File: src/rtl/iso_split_pkg.sv
package iso_split_pkg;

  typedef enum logic [1:0] {
    POS_ALL   = 2'b00,
    POS_BEGIN = 2'b01,
    POS_MID   = 2'b10,
    POS_END   = 2'b11
  } pos_e;

endpackage

File: src/rtl/iso_split_chunk.sv
module iso_split_chunk
  import iso_split_pkg::*;
#(
  parameter int LEN_W     = 11,
  parameter int CNT_W     = 3,
  parameter int CHUNK_MAX = 188,
  parameter int CLEN_W    = 8
) (
  input  logic [LEN_W-1:0]  total_q,
  input  logic [LEN_W-1:0]  off_q,
  input  logic [CNT_W-1:0]  cnt_q,
  input  pos_e              pos_q,
  output logic [LEN_W-1:0]  step,
  output logic [CLEN_W-1:0] len,
  output pos_e              pos_next
);

  localparam logic [LEN_W-1:0] CHUNK_L = LEN_W'(CHUNK_MAX);
  localparam logic [CNT_W-1:0] ONE_C   = CNT_W'(1);

  logic [LEN_W-1:0] remain;
  logic [CNT_W-1:0] cnt_left;

  // Bytes still to send, clipped to one start-split payload
  always_comb begin
    remain = total_q - off_q;
    if (remain > CHUNK_L) begin
      step = CHUNK_L;
    end else begin
      step = remain;
    end
    len = step[CLEN_W-1:0];
  end

  // Code for the piece that follows the current one
  always_comb begin
    cnt_left = cnt_q - ONE_C;
    if (pos_q == POS_ALL) begin
      pos_next = POS_ALL;
    end else if (cnt_left > ONE_C) begin
      pos_next = POS_MID;
    end else begin
      pos_next = POS_END;
    end
  end

endmodule

File: src/rtl/iso_split_desc.sv
module iso_split_desc
  import iso_split_pkg::*;
#(
  parameter int LEN_W = 11,
  parameter int CNT_W = 3,
  parameter int UF_N  = 8,
  parameter int UF_W  = 3
) (
  input  logic             clk,
  input  logic             rst_n,
  input  logic             uf_tick,
  input  logic [UF_W-1:0]  uf_idx,
  input  logic             act_req,
  input  logic [UF_N-1:0]  ss_mask,
  input  logic [UF_N-1:0]  cs_mask,
  input  logic [CNT_W-1:0] tcnt_init,
  input  logic [1:0]       tpos_init,
  input  logic [LEN_W-1:0] total_len,
  input  logic             out_ready,
  input  logic [LEN_W-1:0] step,
  input  pos_e             pos_next,
  output logic             active_q,
  output logic [CNT_W-1:0] cnt_q,
  output pos_e             pos_q,
  output logic [LEN_W-1:0] off_q,
  output logic [LEN_W-1:0] total_q,
  output logic [UF_N-1:0]  mask_q,
  output logic             issue,
  output logic             miss
);

  localparam logic [CNT_W-1:0] ONE_C  = CNT_W'(1);
  localparam logic [CNT_W-1:0] ZERO_C = '0;

  logic             started_q;
  logic             active_d;
  logic             started_d;
  logic [CNT_W-1:0] cnt_d;
  pos_e             pos_d;
  logic [LEN_W-1:0] off_d;
  logic             load_en;
  logic             adv_en;
  logic             slot;
  logic             boundary;
  logic             uf1_clash;

  always_comb begin
    slot      = uf_tick && active_q && mask_q[uf_idx];
    boundary  = uf_tick && active_q && started_q && (uf_idx == '0);
    uf1_clash = ss_mask[1] && cs_mask[1];
    load_en   = act_req && !active_q && (tcnt_init != ZERO_C) && !uf1_clash;
    adv_en    = 1'b0;
    issue     = 1'b0;
    miss      = 1'b0;
    active_d  = active_q;
    started_d = started_q;
    cnt_d     = cnt_q;
    pos_d     = pos_q;
    off_d     = off_q;
    if (boundary) begin
      miss     = 1'b1;
      active_d = 1'b0;
    end else if (slot) begin
      if (out_ready) begin
        issue     = 1'b1;
        adv_en    = 1'b1;
        cnt_d     = cnt_q - ONE_C;
        off_d     = off_q + step;
        pos_d     = pos_next;
        started_d = 1'b1;
        if (cnt_q == ONE_C) begin
          active_d = 1'b0;
        end
      end else begin
        miss     = 1'b1;
        active_d = 1'b0;
      end
    end else if (load_en) begin
      active_d  = 1'b1;
      started_d = 1'b0;
      cnt_d     = tcnt_init;
      pos_d     = pos_e'(tpos_init);
      off_d     = '0;
    end
  end

  // Status flags
  always_ff @(posedge clk or negedge rst_n) begin
    if (!rst_n) begin
      active_q  <= 1'b0;
      started_q <= 1'b0;
    end else begin
      active_q  <= active_d;
      started_q <= started_d;
    end
  end

  // Sequence state, enabled on load or advance
  always_ff @(posedge clk or negedge rst_n) begin
    if (!rst_n) begin
      cnt_q <= '0;
      pos_q <= POS_ALL;
      off_q <= '0;
    end else if (load_en || adv_en) begin
      cnt_q <= cnt_d;
      pos_q <= pos_d;
      off_q <= off_d;
    end
  end

  // Descriptor constants, loaded once per activation
  always_ff @(posedge clk or negedge rst_n) begin
    if (!rst_n) begin
      mask_q  <= '0;
      total_q <= '0;
    end else if (load_en && !slot && !boundary) begin
      mask_q  <= ss_mask;
      total_q <= total_len;
    end
  end

endmodule

File: src/rtl/iso_split_out.sv
module iso_split_out
  import iso_split_pkg::*;
#(
  parameter int LEN_W  = 11,
  parameter int CLEN_W = 8
) (
  input  logic              clk,
  input  logic              rst_n,
  input  logic              issue,
  input  logic              miss,
  input  logic [LEN_W-1:0]  off_in,
  input  logic [CLEN_W-1:0] len_in,
  input  pos_e              pos_in,
  output logic              valid_q,
  output logic              miss_q,
  output logic [LEN_W-1:0]  off_q,
  output logic [CLEN_W-1:0] len_q,
  output logic [1:0]        pos_q
);

  always_ff @(posedge clk or negedge rst_n) begin
    if (!rst_n) begin
      valid_q <= 1'b0;
      miss_q  <= 1'b0;
    end else begin
      valid_q <= issue;
      miss_q  <= miss;
    end
  end

  always_ff @(posedge clk or negedge rst_n) begin
    if (!rst_n) begin
      off_q <= '0;
      len_q <= '0;
      pos_q <= 2'b00;
    end else if (issue) begin
      off_q <= off_in;
      len_q <= len_in;
      pos_q <= pos_in;
    end
  end

endmodule

File: src/rtl/iso_split_seq.sv
module iso_split_seq
  import iso_split_pkg::*;
#(
  parameter int LEN_W     = 11,
  parameter int CNT_W     = 3,
  parameter int UF_N      = 8,
  parameter int CHUNK_MAX = 188,
  localparam int UF_W     = $clog2(UF_N),
  localparam int CLEN_W   = $clog2(CHUNK_MAX + 1)
) (
  input  logic              clk,
  input  logic              rst_n,
  input  logic              uf_tick,
  input  logic [UF_W-1:0]   uf_idx,
  input  logic              act_req,
  input  logic [UF_N-1:0]   ss_mask,
  input  logic [UF_N-1:0]   cs_mask,
  input  logic [CNT_W-1:0]  tcnt_init,
  input  logic [1:0]        tpos_init,
  input  logic [LEN_W-1:0]  total_len,
  input  logic              out_ready,
  output logic              out_valid,
  output logic [LEN_W-1:0]  out_off,
  output logic [CLEN_W-1:0] out_len,
  output logic [1:0]        out_pos,
  output logic              missed,
  output logic              active
);

  logic [CNT_W-1:0]  cnt_q;
  pos_e              pos_q;
  pos_e              pos_next;
  logic [LEN_W-1:0]  off_q;
  logic [LEN_W-1:0]  total_q;
  logic [UF_N-1:0]   slot_mask;
  logic [LEN_W-1:0]  step;
  logic [CLEN_W-1:0] len;
  logic              issue;
  logic              miss;

  iso_split_desc #(
    .LEN_W(LEN_W), .CNT_W(CNT_W), .UF_N(UF_N), .UF_W(UF_W)
  ) u_desc (
    .clk      (clk),
    .rst_n    (rst_n),
    .uf_tick  (uf_tick),
    .uf_idx   (uf_idx),
    .act_req  (act_req),
    .ss_mask  (ss_mask),
    .cs_mask  (cs_mask),
    .tcnt_init(tcnt_init),
    .tpos_init(tpos_init),
    .total_len(total_len),
    .out_ready(out_ready),
    .step     (step),
    .pos_next (pos_next),
    .active_q (active),
    .cnt_q    (cnt_q),
    .pos_q    (pos_q),
    .off_q    (off_q),
    .total_q  (total_q),
    .mask_q   (slot_mask),
    .issue    (issue),
    .miss     (miss)
  );

  iso_split_chunk #(
    .LEN_W(LEN_W), .CNT_W(CNT_W), .CHUNK_MAX(CHUNK_MAX), .CLEN_W(CLEN_W)
  ) u_chunk (
    .total_q (total_q),
    .off_q   (off_q),
    .cnt_q   (cnt_q),
    .pos_q   (pos_q),
    .step    (step),
    .len     (len),
    .pos_next(pos_next)
  );

  iso_split_out #(
    .LEN_W(LEN_W), .CLEN_W(CLEN_W)
  ) u_out (
    .clk    (clk),
    .rst_n  (rst_n),
    .issue  (issue),
    .miss   (miss),
    .off_in (off_q),
    .len_in (len),
    .pos_in (pos_q),
    .valid_q(out_valid),
    .miss_q (missed),
    .off_q  (out_off),
    .len_q  (out_len),
    .pos_q  (out_pos)
  );

endmodule

File: config.mk
export PLATFORM = sky130hd
export DESIGN_NAME = iso_split_seq
export DESIGN_NICKNAME = d
export VERILOG_FILES = /design/src/rtl/iso_split_pkg.sv /design/src/rtl/iso_split_chunk.sv /design/src/rtl/iso_split_desc.sv /design/src/rtl/iso_split_out.sv /design/src/rtl/iso_split_seq.sv
export SDC_FILE = /design/constraint.sdc
export NUM_CORES = 1
export LEC_CHECK = 0
export ABC_AREA = 0
export BUFFER_PORTS_ARGS = -buffer_cell sky130_fd_sc_hd__buf_2
export CAP_MARGIN = 30
export CELL_PAD_IN_SITES_DETAIL_PLACEMENT = 1
export CELL_PAD_IN_SITES_GLOBAL_PLACEMENT = 1
export CORE_MARGIN = 10
export CORE_UTILIZATION = 25
export DETAILED_ROUTE_END_ITERATION = 10
export PLACE_DENSITY_LB_ADDON = 0.25
export SLEW_MARGIN = 20
export SYNTH_ARGS = -nofsm -noshare
export SYNTH_HDL_FRONTEND = slang
export SYNTH_SLANG_ARGS = --single-unit
File: constraint.sdc
create_clock -name clk -period 6 [get_ports clk]
set_input_delay 1.2 -clock clk [delete_from_list [all_inputs] [get_ports clk]]
set_output_delay 1.2 -clock clk [all_outputs]
set_load 0.05 [all_outputs]
; After elaboration in Yosys (flattened, before gate mapping)
; Cells that the tools add are included.
[classes]
reduce_logical = 23
bitwise_logic = 1
n_eq_ne = 3
magnitude_cmp = 3
n_addsub = 3
mux = 28
[ops]
columns = cell, count
row1 = two-way mux 11 bit, 4
row2 = two-way mux 1 bit, 16
row3 = adder 11 bit, 1
row4 = > comparator 11 x 8 -> 1 bit (second input constant), 1
row5 = subtractor 11 bit, 1
row6 = logical AND 1 bit, 10
row7 = two-way mux 3 bit, 3
row8 = two-way mux 2 bit, 4
row9 = nonzero test 3 bit, 2
row10 = logical NOT 1 bit, 4
row11 = less-than comparator 3 x 4 -> 1 bit (second input constant), 1
row12 = != test 4 bit (second input constant), 1
row13 = AND reduction 4 bit, 1
row14 = binary-select mux 1 bit (select 3 bit), 1
row15 = == test 3 x 1 -> 1 bit (second input constant), 1
row16 = > comparator 3 x 1 -> 1 bit (second input constant), 1
row17 = logical NOT 3 bit, 1
row18 = AND reduction 3 bit, 1
row19 = subtractor 3 x 1 -> 3 bit (second input constant), 1
row20 = logical NOT 2 bit, 1
row21 = != test 2 bit (second input constant), 1
row22 = AND reduction 2 bit, 1
row23 = nonzero test 2 bit, 1
row24 = logical OR 1 bit, 1
row25 = inverter 1 bit, 1
[totals]
word_cells = 73
output_inout_bits = 24
inputBits = 40
regBits = 60

; Logic depth before layout (Yosys ltp)
; Gate-level depths: netlist of run 1.
[depth]
ltp_word = 7
ltp_mapped = 22
depth_no_buf = 21

; Modules after synthesis
; From an unflattened synthesis of run 1, not the netlist that was laid out.
[hier_totals]
hier_cells = 353
hier_area_um2 = 3875.0
[by_module_without_submodules]
columns = mod, cells_per_inst, area_each_um2, n_inst, seq_area_each_um2
row1 = iso_split_desc, 191, 2129.5, 1, 925.9
row2 = iso_split_out, 46, 909.6, 1, 575.6
row3 = iso_split_chunk, 116, 835.8, 1, 0.0

; Worst setup path after synthesis of run 1
; OpenSTA, ideal clock, no wires.
[synth_timing]
path_kind = register to register
from = register u_desc.total_q[0]
to = register u_desc.off_q[10]
arrival_ps = 4238
path_slack_ps = 1633
synth_period_minus_slack_ps = 4367
n_path_buf = 1
stages_incl_launch_ff = 23
t_required_ps = 5870
setup_time_ps = 130
path_cell_list = dfrtp_1 -> inv_1 -> ha_1 -> inv_1 -> fa_1 -> a21o_1 -> a221oi_4 -> a21oi_2 -> a21boi_0 -> o32a_1 -> and4_4 -> buf_4 -> and3_1 -> fa_1 -> a21o_1 -> a21oi_1 -> o21bai_1 -> a21oi_1 -> o21bai_1 -> a21o_1 -> a21oi_1 -> or4b_2 -> nand3_1
[synth_between]
elab_chain_len = 6
[synth_lines]
columns = element, line_no
row1 = start: declaration, iso_split_desc.sv:26  ; output logic [LEN_W-1:0] total_q,
row2 = start signal: assignment, iso_split_desc.sv:118  ; total_q <= total_len;
row3 = subtractor 11 bit *, iso_split_chunk.sv:26  ; remain = total_q - off_q;
row4 = > comparator 11 x 8 -> 1 bit, iso_split_chunk.sv:27  ; if (remain > CHUNK_L) begin
row5 = two-way mux 11 bit *, iso_split_chunk.sv:27
row6 = adder 11 bit *, iso_split_desc.sv:68  ; off_d = off_q + step;
row7 = two-way mux 11 bit *, iso_split_desc.sv:64  ; if (out_ready) begin
row8 = two-way mux 11 bit *, iso_split_desc.sv:63  ; end else if (slot) begin
row9 = end signal: assignment, iso_split_desc.sv:103  ; off_q <= '0;
row10 = end signal: assignment, iso_split_desc.sv:107  ; off_q <= off_d;
row11 = end: declaration, iso_split_desc.sv:25  ; output logic [LEN_W-1:0] off_q,
; Mark *: on every way between the ends. The rest lies on a longest branch, timed or not. The select of a mux whose other input is x is not followed.
; A chain may end at the register's enable or synchronous reset.

; Worst setup path in the final report of run 1
[layout_timing]
from = register u_desc.total_q[0]
to = register u_desc.off_q[10]
[layout_between]
elab_chain_len = 6
[layout_lines]
columns = element, line_no
row1 = subtractor 11 bit *, iso_split_chunk.sv:26
row2 = > comparator 11 x 8 -> 1 bit, iso_split_chunk.sv:27
row3 = two-way mux 11 bit *, iso_split_chunk.sv:27
row4 = named net len[1], iso_split_seq.sv:37  ; logic [CLEN_W-1:0] len;
row5 = adder 11 bit *, iso_split_desc.sv:68
row6 = two-way mux 11 bit *, iso_split_desc.sv:64
row7 = two-way mux 11 bit *, iso_split_desc.sv:63
; The timed path passes the listed nets; every way through them passes the cells marked *. The select of a mux whose other input is x is not followed.

==> implementation parameters, run 1 <==
Parameter                              Value

Synth
  Count of flip-flops with a built-in enable after synthesis ... 0
  Most numerous cell types in the synthesized netlist ... 60 x dfrtp_1, 45 x nand2_1, 23 x mux2_2
  Post-synthesis cell type with the largest combined area ... dfrtp_1
  Distinct cells, synth ... 64
  Share of the synthesized area in the top cell type ... 0.4245
  Post-Synthesis Mean Instance Area ... around 10 sq um
  Sequential share of the synthesized area ... 0.4245
  Top area cells in the synthesized netlist ... dfrtp_1 42%, ha_1 7.8%, mux2_2 7.3%
  Warnings from Yosys ... 0
  Netlist area before placement ... 3537 sq um
  Cell with the most instances after synthesis ... dfrtp_1
  Total of flip-flops plus latches after synthesis ... 60
  Flip-flop cell with the highest count after synthesis ... dfrtp_1
  Number of cells produced by synthesis ... between 300 and 400
  Async set-or-reset flop fraction in the synthesized netlist ... 1.000

Die
  Row Count ... 43
  Number of primary I/O pins ... 64
  Overall die width ... roughly 140 microns
  Initial cell density of the core ... 0.2548
  Area of the core ... about 14000 sq um
  Die Footprint ... 19310 sq um
  Die H ... about 140 microns

Critical path
  Largest driver fanout on the critical path ... 14
  Cell-by-cell listing of the critical path ... inv_1, ha_1, inv_1, fa_1, a21o_1, a221oi_4, a21oi_2, a21boi_0, o32a_1, and4_4, and2_4, fa_1, a21o_1, a21oi_1, o21bai_1, a21oi_1, o21bai_1, a21o_1, a21oi_1, or4b_2, nand3_1
  Largest incremental delay on the critical path ... ~0.42 ns
  Endpoint kind of the worst setup timing path ... register
  Launching element type of the critical path ... register
  Data arrival at the endpoint of the critical path ... 4.98 ns
  Timing startpoint of the critical path ... u_desc.total_q[0]
  Worst reg2reg startpoint ... u_desc.total_q[0]
  WP data required ... 6.20 ns
  Slowest cell on the critical path ... fa_1
  Worst r2r path cells ... 21
  Worst Setup Path Type ... register to register

Clocking
  Number of gates resized after cts ... 0
  Clk Latency, worst-skew pair ... around 0.33 ns
  Clock-pin transition on the worst setup and hold timing paths ... 0.05 ns
  Max Buffers Root-to-Sink ... 2
  # clock sinks ... 60
  CTS tree ... built
  Number of levels in the clock H-tree ... 3
  Hold Buf Count CTS ... 0
  Total clock buffers created by CTS ... 9
  Post-CTS Setup Inserts ... 0
  Master cell of the clock root buffer ... clkbuf_16

Drt
  Final routed wire length divided by cell count ... roughly 16 microns
  Routed Antenna Nets ... 0
  Starting DRC count in detailed routing ... between 100 and 150
  Residual DRC count ... 0
  DR vias/cell ... around 4.7
  Detailed Routing Iterations Pass 1 ... 4
  Final wirelength ... 9.421 mm
  DR vias ... ~2.8k

Placed design
  Half-perimeter wire length of the detailed placement result ... approximately 6.8 mm
  Total instance count after detailed placement ... around 580
  Setup slack after placement ... roughly 1.2 ns
  Weighted congestion reported at the end of routability-driven placement ... a little under 0.8
  Quantity of I/O buffers inserted on ports ... 56

GRT
  Met1 routing resource usage after global routing ... 0.1215
  Number of antenna violations at the first check in global routing ... 0
  Number of global-route vias before repair ... a little over 3k
  First-pass GRT wire length ... around 16 mm
  Met2 layer usage reported by global route ... 0.1634
  GR met3 Demand/Resource ... 0.03322
  Leftover overflow at the end of global routing ... 0
  Pin count of the biggest net entering global routing ... 61
  Overall global routing resource usage ... 0.1001
  Global routing's busiest layer ... met2

STA
  Final-report max-slew violation count ... 0
  Remaining max-slew budget at the tightest pin ... 0.4553
  Post-Route Setup TNS ... 0 ns
  Final worst-path setup slack ... between 1 and 1.5 ns
  Final hold vios ... 0
  Unrepaired setup endpoints after global routing ... no
  Max Freq ... between 200 and 250 MHz
  Final clock period utilization by the worst path ... 0.7968
  Slew at the pin closest to its max-slew limit ... 0.8171 ns
  Largest clock skew in the final design ... about 0.007 ns
  Min Tclk post-route ... between 4 and 5 ns
  Final setup violating endpoints ... 0

Run
  Max-cap check violation count ... 0

Final layout
  Area overhead of the layout relative to synthesis ... 23.38%
  Total of fill cells in the finished design ... between 1.5k and 2k
  Count of inserted antenna diode cells ... 0
  Post-Layout Cell Count ... ~600
  Nets ... roughly 480
  Fraction of final layout cells sized beyond drive strength 1 ... 0.2727

Pwr
  Internal Power ... roughly 1600 uW
  Max rail drop VDD ... about 0.19 mV
  Net switching fraction of the power ... 0.4460
  Part of the power in combinational logic ... 0.556
  Switching Power ... 1305 uW
  Share of total power in sequential cells ... 0.235
  Part of the total power dissipated in the clock network ... 0.209
  Power density of the placed cells ... 670.5 nW/um^2
  Static power due to leakage ... between 0.002 and 0.0025 uW

Run status
  Status ... finished, final reports clean

Min path
  Worst hold path stage count ... 2
  Startpoint of the lowest-slack hold path ... u_out.pos_q[0]
  HP Class ... register to register
==> metal layers <==
metal	up-vias	routed length, microns
met4	0	103
met5	-	0
li1	1377	-
met2	39	4486
met3	8	410
met1	1379	4420
==> layout make-up <==
type	count	area, sq um	share of cell area
multi-input cells	261	1902	0.4358
flip-flops and latches	60	1501	0.3440
repair buffers	59	302.8	0.06938
clock buffers	10	239.0	0.05476
well taps	180	225.2	0.05161
clock inverters	6	111.4	0.02552
inverters	22	82.58	0.01892
==> worst max-delay path: cells and delay by family (launching register included) <==
family / cells / cell delay [ns]
AOI/OAI and AO/OA: 12 / 2.43
and+or+nand+nor: 4 / 0.66
adders and majority gates: 3 / 1.03
DFF: 1 / 0.37
buffers and inverters: 2 / 0.16
==> sequential cells by signal, summed over array words and instances (netlist names) <==
register	count
u_out.miss_q	1
u_desc.active_q	1
u_desc.total_q	11
u_desc.started_q	1
u_desc.off_q	11
u_desc.mask_q	8
u_out.len_q	8
u_desc.pos_q	2
u_out.valid_q	1
u_out.off_q	11
u_out.pos_q	2
u_desc.cnt_q	3
==> power by group through the flow <==
stage / sequential (uW) / combinational, uW / clock [uW]
final: 688 / 1630 / 612
after global routing: 716 / 1830 / 646
after detailed placement: 700 / 1640 / 0
after global placement: 691 / 1610 / 0
after floorplan: 873 / 1100 / 0
after CTS: 692 / 1650 / 631
==> kinds of logic (layout without fill, tap and decap cells) <==
family                   Yosys count  in the layout  share of synthesized area
AND/OR/NAND/NOR                  112            112                     0.1613
AO/OA/AOI/OAI                     83             83                     0.1610
flip-flops                        60             60                     0.4245
buffers and inverters             33             97                    0.03891
multiplexers                      28             28                    0.09445
adder cells (fa/ha/maj)           24             24                    0.08914
XOR/XNOR                          12             12                    0.02971
other                              1              2                   0.001060
==> cell usage in the layout, fill, tap and decap left out, drive strengths merged, types with 3 or more instances in the layout <==
cell type,instances
xor2,6
a21o,7
o21a,5
and3,5
inv,22
clkbuf,10
nor2,18
nor3,6
o21bai,3
nand2,45
xnor2,6
a21oi,18
mux2,23
ha,22
o21ai,25
bufinv,3
nand3,13
mux2i,3
dfrtp,60
buf,59
a31oi,5
and2,4
==> stage by stage <==
stage                       util  power [uW]  hold slack (ns)  cell area (sq um)
after floorplan                -        1978           0.4562               3541
after global placement    0.2892        2304           0.4555               4014
after detailed placement  0.2892        2342           0.4653               4014
after CTS                 0.3144        2977           0.4806               4364
after global routing      0.3144        3195           0.4926               4364
final                     0.3144        2926           0.4727               4364
==> worst paths after layout <==
check / slack (ns) / endpoint
setup / recovery: 1.22 / u_desc.off_q[10]
hold / removal: 0.47 / u_out.pos_q[0]
setup reg to reg: 1.22 / u_desc.off_q[10]
hold reg to reg: 0.47 / u_out.pos_q[0]
max in group asynchronous: 4.42 / u_out.off_q[6]
min in group asynchronous: 1.05 / u_out.valid_q
Note: power is estimated with default switching activity, not from simulation.
==> inputs of run 2 (changes only) <==
clock period = 4.3 ns   (was 6 ns; I/O delays follow)
==> run 2 against run 1 <==
  * Utilization grew 2.9 points
  * Critical path type unchanged
  * Via count grew 8.1%
  * Design area is 9.4% higher
  * Die area unchanged
  * Sequential power rose by 40%
  * Count of clock-buffer cells in the layout is 2 higher
  * Register-to-register slack lost 1.2 ns
  * Clock skew up 0.00096 ns
==> implementation parameters, run 2 (synthesis results as in run 1) <==
Parameter                              Value

Drt
  Final routed wire length divided by cell count ... 15.55 microns (was 15.75 microns)
  Starting DRC count in detailed routing ... 114 (was 107)
  DR vias ... 3029 (was 2803)
  Routed Antenna Nets ... 0 (unchanged)
  Detailed Routing Iterations Pass 1 ... 4 (unchanged)
  DR vias/cell ... 4.711 (was 4.687)
  Residual DRC count ... 0 (unchanged)
  Final wirelength ... 10.00 mm (was 9.421 mm)

Clocking
  Clock-pin transition on the worst setup and hold timing paths ... 0.06 ns (was 0.05 ns)
  Clk Latency, worst-skew pair ... 0.34 ns (was 0.33 ns)
  Master cell of the clock root buffer ... clkbuf_16 (unchanged)
  # clock sinks ... 60 (unchanged)
  CTS tree ... built (unchanged)
  Number of levels in the clock H-tree ... 3 (unchanged)
  Total clock buffers created by CTS ... 9 (unchanged)
  Max Buffers Root-to-Sink ... 2 (unchanged)

STA
  Final clock period utilization by the worst path ... 0.9857 (was 0.7968)
  Final setup violating endpoints ... 0 (unchanged)
  Final-report max-slew violation count ... 0 (unchanged)
  Unrepaired setup endpoints after global routing ... yes (was no)
  Max Freq ... 235.9 MHz (was 209.2 MHz)
  Largest clock skew in the final design ... 0.007940 ns (was 0.006975 ns)
  Remaining max-slew budget at the tightest pin ... 0.5452 (was 0.4553)
  Final hold vios ... 0 (unchanged)
  Min Tclk post-route ... 4.238 ns (was 4.781 ns)
  Slew at the pin closest to its max-slew limit ... 0.6814 ns (was 0.8171 ns)
  Post-Route Setup TNS ... 0 ns (unchanged)

Critical path
  Launching element type of the critical path ... register (unchanged)
  Critical path's most frequent cell ... a21oi_2
  Slowest cell on the critical path ... dfrtp_1 (was fa_1)
  Data arrival at the endpoint of the critical path ... 4.51 ns (was 4.98 ns)
  Cell-by-cell listing of the critical path ... inv_2, ha_4, inv_2, fa_2, a21o_1, a221oi_4, a21oi_2, a21boi_1, o32a_1, and4_4, and3_4, fa_2, a21o_1, a21oi_2, o21bai_1, a21oi_2, o21bai_1, a21o_1, a21oi_2, buf_4, nand4b_1, nand3_1 (was inv_1, ha_1, inv_1, fa_1, a21o_1, a221oi_4, a21oi_2, a21boi_0, o32a_1, and4_4, and2_4, fa_1, a21o_1, a21oi_1, o21bai_1, a21oi_1, o21bai_1, a21o_1, a21oi_1, or4b_2, nand3_1)
  Largest driver fanout on the critical path ... 7 (was 14)
  Gate family responsible for the most delay along the worst path ... compound AO/OA/AOI/OAI gates (unchanged)
  WP data required ... 4.57 ns (was 6.20 ns)
  Crit path buf inv count ... 3 (was 2)
  Endpoint kind of the worst setup timing path ... register (unchanged)
  Worst Setup Path Type ... register to register (unchanged)
  Largest incremental delay on the critical path ... 0.38 ns (was 0.42 ns)

Die
  Row Count ... 43 (unchanged)
  Overall die width ... 138.9 microns (unchanged)
  Area of the core ... 13880 sq um (unchanged)
  Initial cell density of the core ... 0.2548 (unchanged)
  Die Footprint ... 19310 sq um (unchanged)
  Die H ... 138.9 microns (unchanged)
  Number of primary I/O pins ... 64 (unchanged)

Final layout
  Count of inserted antenna diode cells ... 0 (unchanged)
  Final instance area ... 4773 sq um (was 4364 sq um)
  Registers with the most flip-flops ... u_desc.off_q: 11 flops, u_desc.total_q: 11 flops, u_out.off_q: 11 flops (unchanged)
  Nets ... 522 (was 477)
  Most used cells in the layout excluding fill and tap cells ... 60 x dfrtp_1, 56 x buf_2, 47 x buf_4, 44 x nand2_1, 23 x mux2_2 (was 60 x dfrtp_1, 56 x buf_2, 45 x nand2_1, 23 x mux2_2)
  Fraction of final layout cells sized beyond drive strength 1 ... 0.3758 (was 0.2727)
  Area overhead of the layout relative to synthesis ... 34.95% (was 23.38%)
  Leading cell type in the layout, fill and taps excluded ... dfrtp_1 (unchanged)

Placed design
  Half-perimeter wire length of the detailed placement result ... 7.631 mm (was 6.826 mm)
  Weighted congestion reported at the end of routability-driven placement ... 0.7893 (was 0.7837)
  Quantity of I/O buffers inserted on ports ... 56 (unchanged)
  Instance area after placement ... 4289 sq um (was 4014 sq um)

Run status
  Status ... finished, final reports clean (unchanged)

Run
  Max-cap check violation count ... 0 (unchanged)

GRT
  Overall global routing resource usage ... 0.1081 (was 0.1001)
  Pin count of the biggest net entering global routing ... 39 (was 61)
  Number of antenna violations at the first check in global routing ... 0 (unchanged)
  Leftover overflow at the end of global routing ... 0 (unchanged)
  First-pass GRT wire length ... 17.06 mm (was 15.90 mm)
  Number of global-route vias before repair ... 3327 (was 3052)

Min path
  HP Class ... input pin to async pin (was register to register)

Pwr
  Final total power ... 4689 uW (was 2926 uW)
  Static power due to leakage ... 0.002286 uW (was 0.002063 uW)
  Power density of the placed cells ... 982.4 nW/um^2 (was 670.5 nW/um^2)
  Max rail drop VDD ... 0.2835 mV (was 0.1919 mV)
## run 2: worst paths after layout
kind	slack, ns	cells past startpoint	startpoint	end
worst max-delay path	0.06	22	u_desc.total_q[0]	u_desc.off_q[10]
worst min-delay path	0.45	1	rst_n	u_desc.off_q[7]
worst max register to register	0.06	22	u_desc.total_q[0]	u_desc.off_q[10]
worst min register to register	0.47	2	u_out.pos_q[1]	u_out.pos_q[1]
max in group asynchronous	3.19	2	rst_n	u_desc.total_q[9]
min in group clk	0.47	2	u_out.pos_q[1]	u_out.pos_q[1]
## run 2: report_power, final
part           leakage, uW  internal, uW  switching, uW
Sequential        0.000732           804            159
Clock             0.000169           552            266
Combinational      0.00139          1350           1550
Total              0.00229          2710           1980
## run 2: layout make-up
type                    instances  area, sq um
fillers                      1609         9107
multi-input cells             261         1974
flip-flops and latches         60         1501
repair buffers                104        653.1
clock buffers                  12        266.5
well taps                     180        225.2
inverters                      22        82.58
clock inverters                 4        70.07
## run 2: per-stage QoR
| step | std cells | setup slack (ns) | utilization | hold slack, ns |
|---|---|---|---|---|
| after floorplan | 354 | 0.007234 | - | 0.4562 |
| after global placement | 617 | -0.1248 | 0.3090 | 0.4573 |
| after detailed placement | 617 | -0.2090 | 0.3090 | 0.4673 |
| after CTS | 641 | 0.009035 | 0.3405 | 0.4820 |
| after global routing | 643 | -0.2474 | 0.3439 | 0.4566 |
| final | 643 | 0.06160 | 0.3439 | 0.4467 |
## run 2: repair_timing
action	CTS	global route
hold buffers	0	0
cloned	0	0
gates resized for setup	10	5
pin swaps	17	2
setup buffers	8	1
endpoints found under the setup margin	5	5
## run 2: per-layer routing
layer	vias to the layer above	GRT usage	wire length [microns]
met1	1498	0.1266	4510
met2	51	0.1759	4857
met5	-	0	0
met4	0	0.03130	99
met3	6	0.04589	532
li1	1474	-	-
==> inputs of run 3 (changes only) <==
ABC_AREA = 1   (was 0)
==> run 3 against run 2 <==
  * Non-clock buffer count down 43
  * Global-route usage up 0.23 points
  * Critical endpoint unchanged
  * Count of clock-buffer cells in the layout down 2
  * Largest cell class unchanged
  * Clock power down 11%
==> implementation parameters, run 3 <==
Parameter                              Value

Placed design
  Instance area after placement ... 4060 sq um (was 4289 sq um)
  Quantity of I/O buffers inserted on ports ... 56 (unchanged)
  Half-perimeter wire length of the detailed placement result ... 8.071 mm (was 7.631 mm)
  Weighted congestion reported at the end of routability-driven placement ... 0.7867 (was 0.7893)

Pwr
  Static power due to leakage ... 0.002342 uW (was 0.002286 uW)
  Power density of the placed cells ... 954.3 nW/um^2 (was 982.4 nW/um^2)
  Max rail drop VDD ... 0.3643 mV (was 0.2835 mV)

Critical path
  Worst Setup Path Type ... register to register (unchanged)
  Data arrival at the endpoint of the critical path ... 4.00 ns (was 4.51 ns)
  Endpoint kind of the worst setup timing path ... register (unchanged)
  Largest driver fanout on the critical path ... 7 (unchanged)
  WP data required ... 4.52 ns (was 4.57 ns)
  Worst r2r path cells ... 27 (was 22)
  Launching element type of the critical path ... register (unchanged)

Die
  Die Footprint ... 19590 sq um (was 19310 sq um)
  Overall die width ... 140.0 microns (was 138.9 microns)
  Die H ... 140.0 microns (was 138.9 microns)
  Initial cell density of the core ... 0.2572 (was 0.2548)
  Number of primary I/O pins ... 64 (unchanged)
  Row Count ... 43 (unchanged)
  Area of the core ... 13990 sq um (was 13880 sq um)

Clocking
  CTS tree ... built (unchanged)
  Clk Latency, worst-skew pair ... 0.34 ns (about the same)
  Clock-pin transition on the worst setup and hold timing paths ... 0.06 ns (about the same)
  Max Buffers Root-to-Sink ... 2 (unchanged)
  Hold Buf Count CTS ... 0 (unchanged)
  Post-CTS Setup Inserts ... 0 (was 8)
  Number of gates resized after cts ... 0 (was 10)
  # clock sinks ... 60 (unchanged)
  Master cell of the clock root buffer ... clkbuf_16 (unchanged)
  Number of levels in the clock H-tree ... 3 (unchanged)
  Total clock buffers created by CTS ... 9 (unchanged)

Synth
  Most numerous cell types in the synthesized netlist ... 175 x nand2_1, 60 x dfrtp_1, 51 x inv_1 (was 60 x dfrtp_1, 45 x nand2_1, 23 x mux2_2)
  Total of flip-flops plus latches after synthesis ... 60 (unchanged)
  Netlist area before placement ... 3597 sq um (was 3537 sq um)
  Post-Synthesis Mean Instance Area ... 7.589 sq um (was 10.02 sq um)
  Warnings from Yosys ... 0 (unchanged)
  Post-synthesis cell type with the largest combined area ... dfrtp_1 (unchanged)
  Sequential share of the synthesized area ... 0.4174 (was 0.4245)
  Top area cells in the synthesized netlist ... dfrtp_1 42%, nand2_1 18%, ha_1 7.7% (was dfrtp_1 42%, ha_1 7.8%, mux2_2 7.3%)
  Count of flip-flops with a built-in enable after synthesis ... 0 (unchanged)
  Flip-flop cell with the highest count after synthesis ... dfrtp_1 (unchanged)
  Cell with the most instances after synthesis ... nand2_1 (was dfrtp_1)
  Async set-or-reset flop fraction in the synthesized netlist ... 1.000 (unchanged)
  Share of the synthesized area in the top cell type ... 0.4174 (was 0.4245)
  Distinct cells, synth ... 37 (was 64)
  Number of cells produced by synthesis ... 474 (was 353)

GRT
  Number of antenna violations at the first check in global routing ... 0 (unchanged)
  First-pass GRT wire length ... 17.51 mm (was 17.06 mm)
  Pin count of the biggest net entering global routing ... 39 (unchanged)
  Overall global routing resource usage ... 0.1103 (was 0.1081)
  Number of global-route vias before repair ... 3492 (was 3327)
  Leftover overflow at the end of global routing ... 0 (unchanged)

Drt
  Residual DRC count ... 0 (unchanged)
  DR vias/cell ... 4.506 (was 4.711)
  DR vias ... 3249 (was 3029)
  Detailed Routing Iterations Pass 1 ... 4 (unchanged)
  Final routed wire length divided by cell count ... 14.58 microns (was 15.55 microns)
  Starting DRC count in detailed routing ... 103 (was 114)
  Final wirelength ... 10.51 mm (was 10.00 mm)
  Post-Route M1 WL ... 5.041 mm (was 4.510 mm)
  Total length of routed met2 wires ... 4.909 mm (was 4.857 mm)
  Routed length on met3 ... 377 microns (was 532 microns)
  Uppermost routed layer ... met4 (unchanged)
  Routed Antenna Nets ... 0 (unchanged)

STA
  Final setup violating endpoints ... 0 (unchanged)
  Unrepaired setup endpoints after global routing ... no (was yes)
  Worst hold-check slack ... 0.4718 ns (was 0.4467 ns)
  Min Tclk post-route ... 3.775 ns (was 4.238 ns)
  Final clock period utilization by the worst path ... 0.8779 (was 0.9857)
  Final-report max-slew violation count ... 0 (unchanged)
  Remaining max-slew budget at the tightest pin ... 0.4780 (was 0.5452)
  Slew at the pin closest to its max-slew limit ... 0.7821 ns (was 0.6814 ns)
  Post-Route Setup TNS ... 0 ns (unchanged)
  Largest clock skew in the final design ... 0.005238 ns (was 0.007940 ns)
  Final hold vios ... 0 (unchanged)
  Max Freq ... 264.9 MHz (was 235.9 MHz)

Final layout
  Registers with the most flip-flops ... u_desc.off_q: 11 flops, u_desc.total_q: 11 flops, u_out.off_q: 11 flops (unchanged)
  Share of the core filled with cells in the final layout ... 0.3137 (was 0.3439)
  Nets ... 600 (was 522)
  Fraction of final layout cells sized beyond drive strength 1 ... 0.1867 (was 0.3758)
  Leading cell type in the layout, fill and taps excluded ... nand2_1 (was dfrtp_1)
  Most used cells in the layout excluding fill and tap cells ... 175 x nand2_1, 59 x dfrtp_1, 56 x buf_2, 50 x inv_1, 33 x nor2_1 (was 60 x dfrtp_1, 56 x buf_2, 47 x buf_4, 44 x nand2_1, 23 x mux2_2)
  Total area of sequential cells ... 1503 sq um (was 1501 sq um)
  Area overhead of the layout relative to synthesis ... 21.98% (was 34.95%)
  Total of fill cells in the finished design ... 1741 (was 1609)
  Final instance area ... 4388 sq um (was 4773 sq um)
  Count of inserted antenna diode cells ... 0 (unchanged)
  Multi-input logic area ... 1821 sq um (was 1974 sq um)

Min path
  Worst hold path stage count ... 2
  HP Class ... register to register (was input pin to async pin)

Run status
  Status ... finished, final reports clean (unchanged)

Run
  Max-cap check violation count ... 0 (unchanged)
## run 3: area by class of cell
cell class,count,share of cell area
inverter,55,0.04762
tap,180,0.05133
clock inverter,6,0.01454
clock buffer,10,0.05218
sequential,60,0.3425
multi-input combinational,349,0.4149
timing repair buffer,61,0.07699
## run 3: critical path: stages (launching register included)
cell and delay (ns):
dfrtp_1 0.38, inv_1 0.08, ha_1 0.14, inv_1 0.09, fa_2 0.38, nand3_1 0.12
nand2_2 0.08, nand2_1 0.06, nand2_1 0.12, nor2_1 0.13, nand2_1 0.07, a21oi_2 0.13
nor2_2 0.05, inv_2 0.12, nor2_1 0.11, fa_1 0.45, nand3_1 0.10, nand2_1 0.08
nand2_1 0.09, nand2_1 0.07, a21oi_2 0.16, o21ai_0 0.11, nand2_1 0.09, nand2_1 0.06
a21oi_1 0.14, nor2_1 0.07, a21oi_1 0.13, a21oi_1 0.05
## run 3: kinds of logic after synthesis
group           share of synthesized area
simple gates                       0.2939
compound gates                     0.1082
buf+inv                           0.07930
flops                              0.4174
fa+ha+maj                         0.08765
xor+xnor                         0.009741
other cells                      0.001042
mux                              0.002783
## run 3: per-stage QoR
| stage | setup slack (ns) | std cells | power (uW) |
|---|---|---|---|
| finish | 0.5250 | 721 | 4187 |
| global route | 0.05555 | 721 | 4624 |
| CTS | 0.2347 | 720 | 4246 |
| detailed placement | 0.2516 | 704 | 3488 |
| global placement | 0.3447 | 704 | 3430 |
| floorplan | 0.7546 | 475 | 2860 |
## run 3: worst paths after layout
kind | start | to | slack, ns
setup / recovery | u_desc.total_q[0] | u_desc.off_q[10] | 0.53
hold / removal | u_out.len_q[6] | u_out.len_q[6] | 0.47
setup reg to reg | u_desc.total_q[0] | u_desc.off_q[10] | 0.53
hold reg to reg | u_out.len_q[6] | u_out.len_q[6] | 0.47
max in group asynchronous | rst_n | u_desc.off_q[0] | 2.88
min in group asynchronous | rst_n | u_desc.mask_q[3] | 0.52
## run 3: power breakdown
part	internal, uW	switching, uW	total, uW	leakage (uW)
registers	821	169	990	0.000758
logic	776	1690	2470	0.00144
clock network	448	278	727	0.000139
total	2040	2140	4190	0.00234
## run 3: per-layer routing
layer	vias to the layer above	GRT usage
met4	0	0.04728
met2	47	0.1806
li1	1645	-
met3	17	0.02806
met1	1540	0.1338
met5	-	0
